$ cat src/rtl/crc_enc_pkg.sv
package crc_enc_pkg;

    typedef enum logic [1:0] {
        ST_IDLE = 2'd0,
        ST_DATA = 2'd1,
        ST_EMIT = 2'd2
    } enc_state_e;

    localparam int MAX_DEGREE = 32;

endpackage

$ cat src/rtl/crc_divider.sv
module crc_divider #(
    parameter int           R          = 16,
    parameter logic [R-1:0] TAPS       = 16'h1021,
    parameter logic [R-1:0] INIT       = '0,
    parameter bit           DIRECT     = 1'b0,
    parameter bit           REFLECT_IN = 1'b0
) (
    input  logic         clk,
    input  logic         rst,
    input  logic         feed,
    input  logic         start,
    input  logic         bit_in,
    output logic [R-1:0] rem_out
);

    typedef struct packed {
        logic [R-1:0] lfsr;
        logic [7:0]   acc;
        logic [2:0]   pos;
    } div_state_t;

    div_state_t q, d;

    function automatic logic [R-1:0] step(input logic [R-1:0] s, input logic b);
        logic fb;
        if (DIRECT) begin
            fb = s[R-1] ^ b;
            return {s[R-2:0], 1'b0} ^ (fb ? TAPS : '0);
        end else begin
            return {s[R-2:0], b} ^ (s[R-1] ? TAPS : '0);
        end
    endfunction

    logic [R-1:0] base, nxt, rem;
    logic [2:0]   pos_e;
    logic [7:0]   acc_e, acc_n;

    always_comb begin
        base  = start ? INIT : q.lfsr;
        pos_e = start ? 3'd0 : q.pos;
        acc_e = start ? 8'd0 : q.acc;
        acc_n = acc_e;
        acc_n[pos_e] = bit_in;
        nxt = base;
        if (REFLECT_IN) begin
            if (pos_e == 3'd7) begin
                for (int i = 7; i >= 0; i--) nxt = step(nxt, acc_n[i]);
            end
        end else begin
            nxt = step(base, bit_in);
        end
        rem = nxt;
        if (!DIRECT) begin
            for (int i = 0; i < R; i++) rem = step(rem, 1'b0);
        end
        d = q;
        if (feed) begin
            d.lfsr = nxt;
            d.acc  = acc_n;
            d.pos  = pos_e + 3'd1;
        end
    end

    always_ff @(posedge clk) begin
        if (rst) begin
            q.lfsr <= INIT;
            q.acc  <= '0;
            q.pos  <= '0;
        end else begin
            q <= d;
        end
    end

    assign rem_out = rem;


    byte_phase_chk: assert property (@(posedge clk) disable iff (rst)
        (feed && start) |=> (q.pos == 3'd1));

endmodule

$ cat src/rtl/crc_finish.sv
module crc_finish #(
    parameter int           R           = 16,
    parameter bit           REFLECT_OUT = 1'b0,
    parameter logic [R-1:0] XOR_OUT     = '0
) (
    input  logic [R-1:0] rem_in,
    output logic [R-1:0] chk_out
);

    logic [R-1:0] oriented;

    generate
        if (REFLECT_OUT) begin : g_flip
            for (genvar i = 0; i < R; i++) begin : g_bit
                assign oriented[i] = rem_in[R-1-i];
            end
        end else begin : g_keep
            assign oriented = rem_in;
        end
    endgenerate

    assign chk_out = oriented ^ XOR_OUT;

endmodule

$ cat src/rtl/crc_frame_enc.sv
module crc_frame_enc #(
    parameter int           R           = 16,
    parameter logic [R:0]   POLY        = 17'h11021,
    parameter logic [R-1:0] INIT        = '0,
    parameter logic [R-1:0] XOR_OUT     = '0,
    parameter bit           DIRECT      = 1'b0,
    parameter bit           REFLECT_IN  = 1'b0,
    parameter bit           REFLECT_OUT = 1'b0,
    parameter int           SUBFRAMES   = 1,
    parameter int           SUB_LEN     = 64
) (
    input  logic clk,
    input  logic rst,
    input  logic in_valid,
    input  logic in_sof,
    input  logic in_bit,
    output logic in_ready,
    output logic out_valid,
    output logic out_bit,
    output logic out_is_crc
);
    import crc_enc_pkg::*;

    localparam int BW = $clog2(SUB_LEN + 1);
    localparam int SW = $clog2(SUBFRAMES + 1);
    localparam int CW = $clog2(R + 1);

    generate
        if (POLY[R] != 1'b1) begin : g_bad_poly
            $error("polynomial needs a leading coefficient of one");
        end
        if (REFLECT_IN && (SUB_LEN % 8 != 0)) begin : g_bad_len
            $error("byte reflection needs a subframe length that is a multiple of 8");
        end
        if (R < 2 || R > MAX_DEGREE) begin : g_bad_deg
            $error("degree out of range");
        end
    endgenerate

    typedef struct packed {
        enc_state_e    state;
        logic [BW-1:0] bit_cnt;
        logic [SW-1:0] sub_cnt;
        logic [CW-1:0] crc_cnt;
        logic [R-1:0]  shreg;
        logic          ov;
        logic          ob;
        logic          oc;
    } enc_t;

    enc_t q, d;

    logic         accept, sub_start, sub_last;
    logic [R-1:0] rem, chk;

    crc_divider #(
        .R(R), .TAPS(POLY[R-1:0]), .INIT(INIT),
        .DIRECT(DIRECT), .REFLECT_IN(REFLECT_IN)
    ) u_div (
        .clk(clk), .rst(rst), .feed(accept), .start(sub_start),
        .bit_in(in_bit), .rem_out(rem)
    );

    crc_finish #(
        .R(R), .REFLECT_OUT(REFLECT_OUT), .XOR_OUT(XOR_OUT)
    ) u_fin (
        .rem_in(rem), .chk_out(chk)
    );

    always_comb begin
        in_ready  = (q.state != ST_EMIT);
        accept    = in_valid && in_ready && ((q.state == ST_DATA) || in_sof);
        sub_start = accept && (q.bit_cnt == '0);
        sub_last  = accept && (q.bit_cnt == BW'(SUB_LEN - 1));

        d    = q;
        d.ov = 1'b0;
        d.ob = 1'b0;
        d.oc = 1'b0;
        case (q.state)
            ST_IDLE, ST_DATA: begin
                if (accept) begin
                    d.ov = 1'b1;
                    d.ob = in_bit;
                    if (sub_last) begin
                        d.state   = ST_EMIT;
                        d.bit_cnt = '0;
                        d.crc_cnt = '0;
                        d.shreg   = chk;
                    end else begin
                        d.state   = ST_DATA;
                        d.bit_cnt = q.bit_cnt + 1'b1;
                    end
                end
            end
            ST_EMIT: begin
                d.ov    = 1'b1;
                d.oc    = 1'b1;
                d.ob    = q.shreg[R-1];
                d.shreg = {q.shreg[R-2:0], 1'b0};
                if (q.crc_cnt == CW'(R - 1)) begin
                    d.crc_cnt = '0;
                    if (q.sub_cnt == SW'(SUBFRAMES - 1)) begin
                        d.sub_cnt = '0;
                        d.state   = ST_IDLE;
                    end else begin
                        d.sub_cnt = q.sub_cnt + 1'b1;
                        d.state   = ST_DATA;
                    end
                end else begin
                    d.crc_cnt = q.crc_cnt + 1'b1;
                end
            end
            default: d.state = ST_IDLE;
        endcase
    end

    always_ff @(posedge clk) begin
        if (rst) begin
            q.state   <= ST_IDLE;
            q.bit_cnt <= '0;
            q.sub_cnt <= '0;
            q.crc_cnt <= '0;
            q.shreg   <= '0;
            q.ov      <= 1'b0;
            q.ob      <= 1'b0;
            q.oc      <= 1'b0;
        end else begin
            q <= d;
        end
    end

    assign out_valid  = q.ov;
    assign out_bit    = q.ob;
    assign out_is_crc = q.oc;


    data_echo_chk: assert property (@(posedge clk) disable iff (rst)
        accept |=> (out_valid && !out_is_crc && (out_bit == $past(in_bit))));


    crc_stall_chk: assert property (@(posedge clk) disable iff (rst)
        out_is_crc |-> !$past(in_ready));


    crc_flag_chk: assert property (@(posedge clk) disable iff (rst)
        out_is_crc |-> out_valid);


    idle_ignore_chk: assert property (@(posedge clk) disable iff (rst)
        (q.state == ST_IDLE && in_valid && !in_sof) |=> !out_valid);


    count_bound_chk: assert property (@(posedge clk) disable iff (rst)
        (q.bit_cnt < BW'(SUB_LEN)) && (q.sub_cnt < SW'(SUBFRAMES)) && (q.crc_cnt < CW'(R)));

endmodule

$ cat config.mk
export PLATFORM = sky130hd
export DESIGN_NAME = crc_frame_enc
export DESIGN_NICKNAME = d
export VERILOG_FILES = /design/src/rtl/crc_enc_pkg.sv /design/src/rtl/crc_divider.sv /design/src/rtl/crc_finish.sv /design/src/rtl/crc_frame_enc.sv
export SDC_FILE = /design/constraint.sdc
export NUM_CORES = 1
export LEC_CHECK = 0
export ABC_CLOCK_PERIOD_IN_PS = 2400
export BUFFER_PORTS_ARGS = -buffer_cell sky130_fd_sc_hd__buf_2
export CAP_MARGIN = 5
export CORE_ASPECT_RATIO = 1.5
export CORE_MARGIN = 4
export CORE_UTILIZATION = 50
export DETAILED_ROUTE_END_ITERATION = 8
export PLACE_DENSITY = 0.67
export SLEW_MARGIN = 20
export SYNTH_ARGS = -nofsm -noshare
export SYNTH_HDL_FRONTEND = slang
export SYNTH_SLANG_ARGS = --single-unit
$ cat constraint.sdc
create_clock -name clk -period 2.4 [get_ports clk]
set_clock_uncertainty 0.1 [all_clocks]
set_input_delay 0.24 -clock clk [delete_from_list [all_inputs] [get_ports clk]]
set_output_delay 0.24 -clock clk [all_outputs]
set_load 0.05 [all_outputs]
==> results of run 1 <==
==> per-layer routing <==
metal,share of wire,vias up
met5,0,-
li1,-,928
met1,0.42,853
met4,0.019,0
met3,0.021,7
met2,0.54,13
==> cell usage in the layout (no fill, tap or decap), types with 5 or more instances in the layout <==
cell / Yosys / final
sky130_fd_sc_hd__buf_2: 1 / 8
sky130_fd_sc_hd__nor2_1: 31 / 31
sky130_fd_sc_hd__xnor2_1: 21 / 21
sky130_fd_sc_hd__nand3_1: 5 / 5
sky130_fd_sc_hd__dfxtp_1: 49 / 49
sky130_fd_sc_hd__inv_1: 5 / 5
sky130_fd_sc_hd__nand2_1: 20 / 20
sky130_fd_sc_hd__o21ai_0: 5 / 5
sky130_fd_sc_hd__xor2_1: 13 / 13
sky130_fd_sc_hd__clkbuf_8: 2 / 5
sky130_fd_sc_hd__a21oi_1: 17 / 17
sky130_fd_sc_hd__a22oi_1: 28 / 28
sky130_fd_sc_hd__buf_4: 0 / 6
==> logic make-up after synthesis <==
kind of cell | Yosys count
AO/OA/AOI/OAI | 67
XOR/XNOR | 41
adder cells (fa/ha/maj) | 3
buffers and inverters | 23
flip-flops | 49
multiplexers | 1
AND/OR/NAND/NOR | 78
==> worst max-delay path: cells and delay by family (launching register included) <==
kind	cells	cell delay, ns
flops	1	0.37
fa+ha+maj	1	0.21
compound gates	1	0.08
simple gates	4	1.33
==> power by group through the flow <==
stage | logic [mW] | registers [mW] | clock network [mW]
floorplan | 0.0568 | 0.847 | 0
global placement | 0.0832 | 0.843 | 0
detailed placement | 0.0834 | 0.843 | 0
CTS | 0.0837 | 0.824 | 0.716
global route | 0.0912 | 0.825 | 0.748
finish | 0.0827 | 0.824 | 0.695
==> state kept, by name, summed over array words and instances (netlist names) <==
name / cells
out_bit: 1
out_is_crc: 1
out_valid: 1
q: 30
u_div.q: 16
==> area by class of cell <==
type,count,area (um^2)
fillers,451,1979
multi-input cells,190,1335
flip-flops and latches,49,980.9
repair buffers,14,85.08
well taps,64,80.08
clock buffers,5,68.82
clock inverters,3,65.06
inverters,6,22.52
==> worst paths after layout <==
| check | slack [ns] | startpoint | to |
|---|---|---|---|
| hold / removal | 0.12 | rst | out_valid |
| hold reg to reg | 0.36 | q[17] | q[17] |
| setup / recovery | 0.25 | q[26] | q[8] |
| setup reg to reg | 0.25 | q[26] | q[8] |
==> through the flow <==
| stage | hold WS, ns | area, um^2 | util |
|---|---|---|---|
| 4_1_cts | 0.1121 | 2638 | 0.5713 |
| 6_report | 0.1222 | 2638 | 0.5713 |
| 2_1_floorplan | 0.3260 | 2417 | - |
| 5_1_grt | 0.1432 | 2638 | 0.5713 |
| 3_3_place_gp | 0.3385 | 2504 | 0.5423 |
| 3_5_place_dp | 0.3463 | 2504 | 0.5423 |
==> metrics.txt, run 1 <==
global-route wire length before repair=8362 um; post-detailed-route wirelength per cell=14.35 um; count of flip-flops with a built-in enable after synthesis=0; global-route met2 utilization=0.3245; worst max-slew margin expressed relative to the limit=0.5339; MaxCap Viol Count=0; Most common cell on crit path=sky130_fd_sc_hd__or3_1; dominant combinational cell family by area after synthesis=compound AO/OA/AOI/OAI gates; switching part of the total=0.2135; non-filler cells in the finished layout=331; number of remaining DRC errors=0; clock tree from TritonCTS=built; Clock Root Buffer=sky130_fd_sc_hd__clkbuf_8; number of cells on the worst hold path=2; internal power summed over all cells=1.260 mW; dpl cells=323; final global-route overflow total=0; maximum root-to-sink buffer count=2; post-synthesis share of cell area spent on xor and xnor gates=0.1900; leakage power=0.9708 nW; Top FF cell, synth=sky130_fd_sc_hd__dfxtp_1; Via Count=between 1500 and 2000; total length of routed wires=4751 um; Achievable Freq=roughly 470 MHz; arrival time at the worst endpoint=approximately 2.3 ns; initial core utilization=0.5236; largest fanout of any net on the critical path=4; unrepaired setup endpoints after global routing=no; quantity of hold-fixing buffers added after cts=0; dominant cells by area after synthesis=sky130_fd_sc_hd__dfxtp_1 41%, sky130_fd_sc_hd__a22oi_1 8.7%, sky130_fd_sc_hd__xnor2_1 7.6%, sky130_fd_sc_hd__nor2_1 4.8%, sky130_fd_sc_hd__xor2_1 4.7%; Setup-failing EPs final=0; CTS Sinks=49; measured slew at the worst slew-check pin=0.6985 ns; worst-skew pair later-pin latency=0.31 ns; Synth async-reset ratio=0; portion of netlist area occupied by mux cells=0.004658; initial antenna violation count=0; Min Clock Period, post-route=2.146 ns; overall die height=between 90 and 100 um; required arrival time at the worst endpoint=2.53 ns; cell area after technology mapping=2417 um^2; most frequent cells after synthesis=49 x sky130_fd_sc_hd__dfxtp_1, 31 x sky130_fd_sc_hd__nor2_1, 28 x sky130_fd_sc_hd__a22oi_1; number of instances in the synthesized netlist=262; Unique masters post-synth=44; Worst Setup Slack post-DPL=0.2844 ns; worst path cell trace=ha_1 -> nand2_2 -> or4_1 -> or3_1 -> or3_1 -> o211ai_1; number of pins exceeding their max-slew limit in the final report=0; number of port buffers=8; vias in the first global route=1764; DRT Pass-1 Iters=4; number of resized instances in the post-cts repair step=0; share of synthesized cell area in and, or, nand and nor gates=0.1496; Placement Rows=30; Iteration-0 DRC Markers=between 80 and 90; area of the die=6034 um^2; endpoints failing hold=0; Setup Fix Bufs, Post-CTS=0; Avg Vias per Cell=about 5.4; ant diodes=0; number of nets produced by synthesis=270; cell type contributing the most total cell area after synthesis=sky130_fd_sc_hd__dfxtp_1; library cell with the highest instance count after synthesis=sky130_fd_sc_hd__dfxtp_1; area share of the leading cell type in the synthesized netlist=0.4058; maximum number of pins on one net before global-route repair=42; Post-Route Setup TNS=0 ns; Ys Warns=0; cell at the slowest stage of the critical path=sky130_fd_sc_hd__or4_1; Most Crowded Layer GR=met2; met3 usage=0.02885; part of the total power dissipated in sequential elements=0.514; share of post-route cells with drive strength above 1=0.1199; compound-gate portion of the synthesized area=0.1900; die boundary width=64.77 um; startpoint type of the worst setup path=flop; overall power of the completed layout=1.602 mW; Layout Nets=274; worst min path class=primary input to flop; sequential share of the synthesized area=0.4058; number of synthesized register bits=between 40 and 50; maximum single-stage delay on the critical path=about 0.54 ns; met1 track demand over resource=0.2045; Post-DRT Antenna Nets=0; synthesized-area fraction occupied by adder cells=0.01553; final weighted congestion in routability-driven placement=a little over 0.8; Avg Inst Size Synth=9.226 um^2; htree depth=2; clock slew seen by the registers of the worst setup and hold paths=0.09 ns; critical path class=flop to flop; worst-case vdd ir drop=around 0.35 mV; Worst Reg2Reg Path Length in Cells=6; post-detail-place hpwl=3445 um; I/O pin total=9; CTS buffer count=5; Global Route Usage Sum=0.1793; sw power=0.3420 mW; area inside the core boundary=4617 um^2; clock share of power=0.434; Area growth, synth to finish=9.110%; worst setup slack after layout=0.2541 ns; result of the run=complete, no violations; pwr/cell area=607.4 nW/um^2; type of destination of the critical path=flop; final cycle utilization of the critical path=0.8941; share of power burned in combinational logic=0.052
No activity file was read; power rests on OpenSTA's default activity.
==> run 2: changes to the inputs <==
Settings changed: CORE_MARGIN 4 to unset.
==> run 2 against run 1 <==
Against the previous run:
- sequential share of layout area increased by 0.20 points
- clock power fell by 11%
- register-to-register slack about the same
- cell count stayed put
- clock-buffer cell count up 1
- die area shrank 15%
- non-clock buffer count is the same
- critical path type unchanged
- largest power group unchanged
==> metrics.txt, run 2 (synthesized netlist as in run 1, its figures left out) <==
result of the run=complete, no violations (unchanged); Worst Setup Slack post-DPL=0.2655 ns (was 0.2844 ns); Post-DRT Antenna Nets=0 (unchanged); clock share of power=0.405 (was 0.434); startpoint type of the worst setup path=flop (unchanged); Placement Rows=30 (unchanged); switching part of the total=0.2225 (was 0.2135); Achievable Freq=463.6 MHz (was 466.0 MHz); worst min path class=primary input to flop (unchanged); crit path capture=q[8] (unchanged); Most common cell on crit path=sky130_fd_sc_hd__or3_1 (unchanged); Global Route Usage Sum=0.2207 (was 0.1793); worst setup slack after layout=0.2431 ns (was 0.2541 ns); number of remaining DRC errors=0 (unchanged); initial core utilization=0.5279 (was 0.5236); sw power=0.3392 mW (was 0.3420 mW); Area growth, synth to finish=8.541% (was 9.110%); Setup-failing EPs final=0 (unchanged); overall die height=87.16 um (was 93.16 um); internal power summed over all cells=1.185 mW (was 1.260 mW); largest fanout of any net on the critical path=4 (unchanged); MaxCap Viol Count=0 (unchanged); final cycle utilization of the critical path=0.8987 (was 0.8941); quantity of hold-fixing buffers added after cts=0 (unchanged); part of the total power dissipated in sequential elements=0.541 (was 0.514); endpoints failing hold=0 (unchanged); maximum number of pins on one net before global-route repair=42 (unchanged); leakage power=0.9601 nW (was 0.9708 nW); measured slew at the worst slew-check pin=0.7336 ns (was 0.6985 ns); number of fill cells=441 (was 451); largest registers ranked by flip-flop count=q x30, u_div.q x16 (unchanged); Clock Root Buffer=sky130_fd_sc_hd__clkbuf_8 (unchanged); max FFs per register=30 (unchanged); crit path launch=q[26] (unchanged); Layout Nets=274 (unchanged); clock slew seen by the registers of the worst setup and hold paths=0.09 ns (about the same); CTS buffer count=5 (unchanged); type of destination of the critical path=flop (unchanged); maximum root-to-sink buffer count=2 (unchanged); required arrival time at the worst endpoint=2.53 ns (about the same); leading cell type in the layout, fill and taps excluded=sky130_fd_sc_hd__dfxtp_1 (unchanged); Worst Reg2Reg Path Length in Cells=6 (unchanged); initial antenna violation count=0 (unchanged); share of power burned in combinational logic=0.055 (was 0.052); worst-case vdd ir drop=0.4691 mV (was 0.3519 mV); share of post-route cells with drive strength above 1=0.1199 (unchanged); DRT Pass-1 Iters=4 (unchanged); Min Clock Period, post-route=2.157 ns (was 2.146 ns); htree depth=2 (unchanged); arrival time at the worst endpoint=2.29 ns (was 2.28 ns); placed inst area=2504 um^2 (unchanged); critical path class=flop to flop (unchanged); reg-to-reg critical path startpoint=q[26] (unchanged); ant diodes=0 (unchanged); Iteration-0 DRC Markers=78 (was 81); vias in the first global route=1833 (was 1764); flop-to-flop setup slack=0.24 ns (was 0.25 ns); most flop-heavy register=q (unchanged); worst r2r dst=q[8] (unchanged); Avg Vias per Cell=5.502 (was 5.441); total length of routed wires=4954 um (was 4751 um); I/O pin total=9 (unchanged); post-detail-place hpwl=3544 um (was 3445 um); unrepaired setup endpoints after global routing=no (unchanged); pwr/cell area=580.9 nW/um^2 (was 607.4 nW/um^2); overall power of the completed layout=1.524 mW (was 1.602 mW); area inside the core boundary=4579 um^2 (was 4617 um^2); Via Count=1821 (was 1801); worst-skew pair later-pin latency=0.30 ns (was 0.31 ns); CTS Sinks=49 (unchanged); non-filler cells in the finished layout=331 (unchanged); Post-Route Setup TNS=0 ns (unchanged); die boundary width=58.77 um (was 64.77 um); final weighted congestion in routability-driven placement=0.8277 (was 0.8165); dpl cells=323 (unchanged); Setup Fix Bufs, Post-CTS=0 (unchanged); post-detailed-route wirelength per cell=14.97 um (was 14.35 um); number of pins exceeding their max-slew limit in the final report=0 (unchanged); commonest non-fill, non-tap cells in the layout=49 x sky130_fd_sc_hd__dfxtp_1, 31 x sky130_fd_sc_hd__nor2_1, 28 x sky130_fd_sc_hd__a22oi_1 (unchanged); clock tree from TritonCTS=built (unchanged); global-route wire length before repair=8480 um (was 8362 um); post-route worst hold slack=0.1263 ns (was 0.1222 ns); maximum single-stage delay on the critical path=0.53 ns (was 0.54 ns); final instance area=2624 um^2 (was 2638 um^2); number of port buffers=8 (unchanged); worst max-slew margin expressed relative to the limit=0.5104 (was 0.5339); number of resized instances in the post-cts repair step=0 (unchanged); area of the die=5122 um^2 (was 6034 um^2); worst path cell trace=ha_1 -> nand2_2 -> or4_1 -> or3_1 -> or3_1 -> o211ai_1 (unchanged); post-layout util=0.5730 (was 0.5713); final global-route overflow total=0 (unchanged); cell at the slowest stage of the critical path=sky130_fd_sc_hd__or4_1 (unchanged)
## run 2: cell count changes in the layout (fill, tap and decap cells not counted), sizes merged
cell,delta
clkinv,-1
bufinv,-1
clkbuf,+1
clkinvlp,+1
## run 2: worst min path at each step
| stage | start | cells past startpoint | slack [ns] | to |
|---|---|---|---|---|
| 2_1_floorplan | in_valid | 2 | 0.33 | out_valid |
| 3_3_place_gp | q[13] | 2 | 0.34 | q[13] |
| 3_5_place_dp | q[17] | 2 | 0.34 | q[17] |
| 4_1_cts | rst | 2 | 0.11 | out_valid |
| 5_1_grt | rst | 2 | 0.13 | q[19] |
| 6_report | rst | 2 | 0.13 | out_valid |
## run 2: final cells by class
| cell class | instances | area [um^2] | area share |
|---|---|---|---|
| Tap cell | 64 | 80.08 | 0.03052 |
| Timing Repair Buffer | 14 | 85.08 | 0.03243 |
| Clock inverter | 2 | 37.54 | 0.01431 |
| Inverter | 6 | 22.52 | 0.008584 |
| Clock buffer | 6 | 82.58 | 0.03147 |
| Multi-Input combinational cell | 190 | 1335 | 0.5088 |
| Sequential cell | 49 | 980.9 | 0.3739 |
## run 2: power by group through the flow
stage          Sequential, mW  Clock, mW  Combinational (mW)
2_1_floorplan           0.847          0              0.0568
3_3_place_gp            0.843          0              0.0832
3_5_place_dp            0.843          0              0.0843
4_1_cts                 0.824      0.638              0.0841
5_1_grt                 0.825      0.666              0.0922
6_report                0.824      0.617              0.0834
## run 2: routing by layer
| layer | vias to the layer above | part of all wire | GRT usage |
|---|---|---|---|
| met4 | 0 | 0.031 | 0.09957 |
| met3 | 11 | 0.020 | 0.03715 |
| met2 | 25 | 0.53 | 0.3926 |
| met5 | - | 0 | 0 |
| li1 | 929 | - | - |
| met1 | 856 | 0.42 | 0.2516 |
## run 2: worst max-delay path, delay by kind of cell, from the launching register on
kind,cells,cell delay (ns)
adder cells (fa/ha/maj),1,0.21
flip-flops,1,0.38
AO/OA/AOI/OAI,1,0.08
AND/OR/NAND/NOR,4,1.32
==> run 3: changes to the inputs <==
Settings changed: ABC_AREA set to 1, PLACE_DENSITY 0.67 to 0.66, REMOVE_ABC_BUFFERS set to 1.
==> run 3 against run 2 <==
Against the previous run:
- sequential power grew 4.4%
- clock-buffer cell count stayed put
- synthesized cell count up 55%
- synthesized area grew 10%
- worst hold slack better by 0.0017 ns
- cell area rose by 13%
- die area increased by 10%
- total power increased by 22%
- global-route usage is 2.0 points higher
- sequential share of layout area shrank 4.3 points
- non-clock buffer count is 4 higher
- critical path type unchanged
- largest cell class unchanged
- largest power group unchanged
- highest routed layer unchanged
==> metrics.txt, run 3 <==
Top FF cell, synth=sky130_fd_sc_hd__dfxtp_1 (unchanged); library cell with the highest instance count after synthesis=sky130_fd_sc_hd__nand2_1 (was sky130_fd_sc_hd__dfxtp_1); portion of netlist area occupied by mux cells=0 (was 0.004658); clock slew seen by the registers of the worst setup and hold paths=0.09 ns (about the same); Via Count=2478 (was 1821); synthesized-area fraction occupied by adder cells=0.01407 (was 0.01553); ant diodes=0 (unchanged); Most common cell on crit path=sky130_fd_sc_hd__nand2_1 (was sky130_fd_sc_hd__or3_1); post-detailed-route wirelength per cell=12.45 um (was 14.97 um); share of post-route cells with drive strength above 1=0.1388 (was 0.1199); Min Clock Period, post-route=2.183 ns (was 2.157 ns); unrepaired setup endpoints after global routing=no (unchanged); placed inst area=2780 um^2 (was 2504 um^2); Avg Vias per Cell=5.099 (was 5.502); required arrival time at the worst endpoint=2.49 ns (was 2.53 ns); number of pins exceeding their max-slew limit in the final report=0 (unchanged); Hold Crit Start=in_valid (was rst); Setup-failing EPs final=0 (unchanged); initial antenna violation count=0 (unchanged); MaxCap Viol Count=0 (unchanged); number of remaining DRC errors=0 (unchanged); maximum root-to-sink buffer count=2 (unchanged); maximum number of pins on one net before global-route repair=29 (was 42); startpoint type of the worst setup path=flop (unchanged); compound-gate portion of the synthesized area=0.1731 (was 0.1900); endpoints failing hold=0 (unchanged); Global Route Usage Sum=0.2407 (was 0.2207); flop-to-flop setup slack=0.22 ns (was 0.24 ns); Synth async-reset ratio=0 (unchanged); Avg Inst Size Synth=6.570 um^2 (was 9.226 um^2); maximum single-stage delay on the critical path=0.33 ns (was 0.53 ns); number of instances in the synthesized netlist=406 (was 262); final global-route overflow total=0 (unchanged); commonest non-fill, non-tap cells in the layout=117 x sky130_fd_sc_hd__nand2_1, 51 x sky130_fd_sc_hd__inv_1, 49 x sky130_fd_sc_hd__dfxtp_1 (was 49 x sky130_fd_sc_hd__dfxtp_1, 31 x sky130_fd_sc_hd__nor2_1, 28 x sky130_fd_sc_hd__a22oi_1); final weighted congestion in routability-driven placement=0.9089 (was 0.8277); number of synthesized register bits=49 (unchanged); share of synthesized cell area in and, or, nand and nor gates=0.3161 (was 0.1496); global-route wire length before repair=10210 um (was 8480 um); die boundary width=61.64 um (was 58.77 um); Post-DRT Antenna Nets=0 (unchanged); total length of routed wires=6050 um (was 4954 um); most flop-heavy register=q (unchanged); critical path class=flop to flop (unchanged); post-synthesis share of cell area spent on xor and xnor gates=0.02298 (was 0.1900); arrival time at the worst endpoint=2.27 ns (was 2.29 ns); cell at the slowest stage of the critical path=sky130_fd_sc_hd__dfxtp_1 (was sky130_fd_sc_hd__or4_1); cell type contributing the most total cell area after synthesis=sky130_fd_sc_hd__dfxtp_1 (unchanged); largest registers ranked by flip-flop count=q x30, u_div.q x16 (unchanged); Placement Rows=32 (was 30); I/O pin total=9 (unchanged); final instance area=2960 um^2 (was 2624 um^2); final cycle utilization of the critical path=0.9095 (was 0.8987); sequential share of the synthesized area=0.3677 (was 0.4058); overall die height=91.46 um (was 87.16 um); Ys Warns=0 (unchanged); CTS Sinks=49 (unchanged); htree depth=2 (unchanged); max FFs per register=30 (unchanged); type of destination of the critical path=flop (unchanged); area inside the core boundary=5125 um^2 (was 4579 um^2); cell area after technology mapping=2668 um^2 (was 2417 um^2); measured slew at the worst slew-check pin=0.6573 ns (was 0.7336 ns); Unique masters post-synth=31 (was 44); post-route worst hold slack=0.1280 ns (was 0.1263 ns); dominant combinational cell family by area after synthesis=simple AND/OR/NAND/NOR gates (was compound AO/OA/AOI/OAI gates); Area growth, synth to finish=10.98% (was 8.541%); worst path cell trace=inv_1 -> ha_1 -> inv_1 -> nor2_1 -> nand3_2 -> inv_2 -> nand2_8 -> buf_8 -> nand2_1 -> nand2_1 -> nand2_1 -> nand2_1 -> nand2_1 -> nand2_1 -> nand2_1 -> nand2_1 -> nand3_1 -> a21oi_1 (was ha_1 -> nand2_2 -> or4_1 -> or3_1 -> or3_1 -> o211ai_1); pwr/cell area=630.5 nW/um^2 (was 580.9 nW/um^2); leading cell type in the layout, fill and taps excluded=sky130_fd_sc_hd__nand2_1 (was sky130_fd_sc_hd__dfxtp_1); Iteration-0 DRC Markers=111 (was 78); worst min path class=primary input to flop (unchanged); CTS buffer count=5 (unchanged); reg-to-reg critical path startpoint=q[26] (unchanged); worst-case vdd ir drop=0.3229 mV (was 0.4691 mV); worst max-slew margin expressed relative to the limit=0.5613 (was 0.5104); Clock Root Buffer=sky130_fd_sc_hd__clkbuf_8 (unchanged); result of the run=complete, no violations (unchanged); Layout Nets=425 (was 274); area share of the leading cell type in the synthesized netlist=0.3677 (was 0.4058); most frequent cells after synthesis=122 x sky130_fd_sc_hd__nand2_1, 53 x sky130_fd_sc_hd__inv_1, 49 x sky130_fd_sc_hd__dfxtp_1 (was 49 x sky130_fd_sc_hd__dfxtp_1, 31 x sky130_fd_sc_hd__nor2_1, 28 x sky130_fd_sc_hd__a22oi_1); leakage power=1.329 nW (was 0.9601 nW); count of flip-flops with a built-in enable after synthesis=0 (unchanged); Achievable Freq=458.1 MHz (was 463.6 MHz); dominant cells by area after synthesis=sky130_fd_sc_hd__dfxtp_1 37%, sky130_fd_sc_hd__nand2_1 17%, sky130_fd_sc_hd__inv_1 7.5%, sky130_fd_sc_hd__a21oi_1 6.8%, sky130_fd_sc_hd__nand3_1 5.3% (was sky130_fd_sc_hd__dfxtp_1 41%, sky130_fd_sc_hd__a22oi_1 8.7%, sky130_fd_sc_hd__xnor2_1 7.6%, sky130_fd_sc_hd__nor2_1 4.8%, sky130_fd_sc_hd__xor2_1 4.7%); largest fanout of any net on the critical path=12 (was 4); DRT Pass-1 Iters=4 (unchanged); number of port buffers=8 (unchanged); vias in the first global route=2265 (was 1833); area of the die=5637 um^2 (was 5122 um^2); clock tree from TritonCTS=built (unchanged); worst-skew pair later-pin latency=0.30 ns (about the same); crit path launch=q[26] (unchanged); initial core utilization=0.5205 (was 0.5279); post-detail-place hpwl=4602 um (was 3544 um)
==> run 3: metrics by stage <==
| stage | std cells | setup TNS (ns) | worst slack [ns] | total power [mW] | utilization |
|---|---|---|---|---|---|
| global placement | 476 | 0 | 0.1672 | 1.242 | 0.5425 |
| finish | 486 | 0 | 0.2172 | 1.867 | 0.5776 |
| floorplan | 392 | -8.181 | -0.4990 | 1.155 | - |
| detailed placement | 476 | 0 | 0.1057 | 1.248 | 0.5425 |
| CTS | 484 | 0 | 0.09010 | 1.861 | 0.5659 |
| global route | 486 | 0 | 0.02407 | 1.971 | 0.5776 |
==> run 3: kinds of logic after synthesis <==
logic type / Yosys count
xor+xnor: 7
flops: 49
fa+ha+maj: 3
buf+inv: 70
compound gates: 85
simple gates: 192
==> run 3: final timing paths <==
| path | end | cells after the start |
|---|---|---|
| worst max-delay path | q[8] | 18 |
| worst min-delay path | q[32] | 3 |
| worst min register to register | q[23] | 2 |
| worst max register to register | q[8] | 18 |
==> run 3: metal layers <==
metal	wire, um	global-route usage	vias up
li1	-	-	1327
met5	0	0	-
met1	2661	0.2843	1106
met2	3034	0.3996	31
met3	155	0.04274	14
met4	198	0.1185	0
==> run 3: worst max-delay path, delay by kind of cell (launching register included) <==
kind	cells	cell delay, ns
adders and majority gates	1	0.15
and+or+nand+nor	12	1.02
DFF	1	0.33
AOI/OAI and AO/OA	1	0.06
buffers and inverters	4	0.42
==> run 3: cell type report <==
cell class / instances / area [um^2]
fill: 531 / 2165
multi-input combinational: 287 / 1441
sequential: 49 / 980.9
inverter: 56 / 210.2
timing repair buffer: 18 / 122.6
tap: 68 / 85.08
clock buffer: 6 / 82.58
clock inverter: 2 / 37.54
==> run 3: where the power goes <==
part / total [mW] / switching (mW) / internal (mW)
sequential: 0.860 / 0.0224 / 0.838
combinational: 0.395 / 0.265 / 0.129
clock: 0.611 / 0.273 / 0.339
==> run 3: what timing repair did <==
item,4_1_cts,5_1_grt
hold buffers,0,0
endpoints found under the setup margin,0,11
gates resized for setup,0,14
buffers inserted,0,2
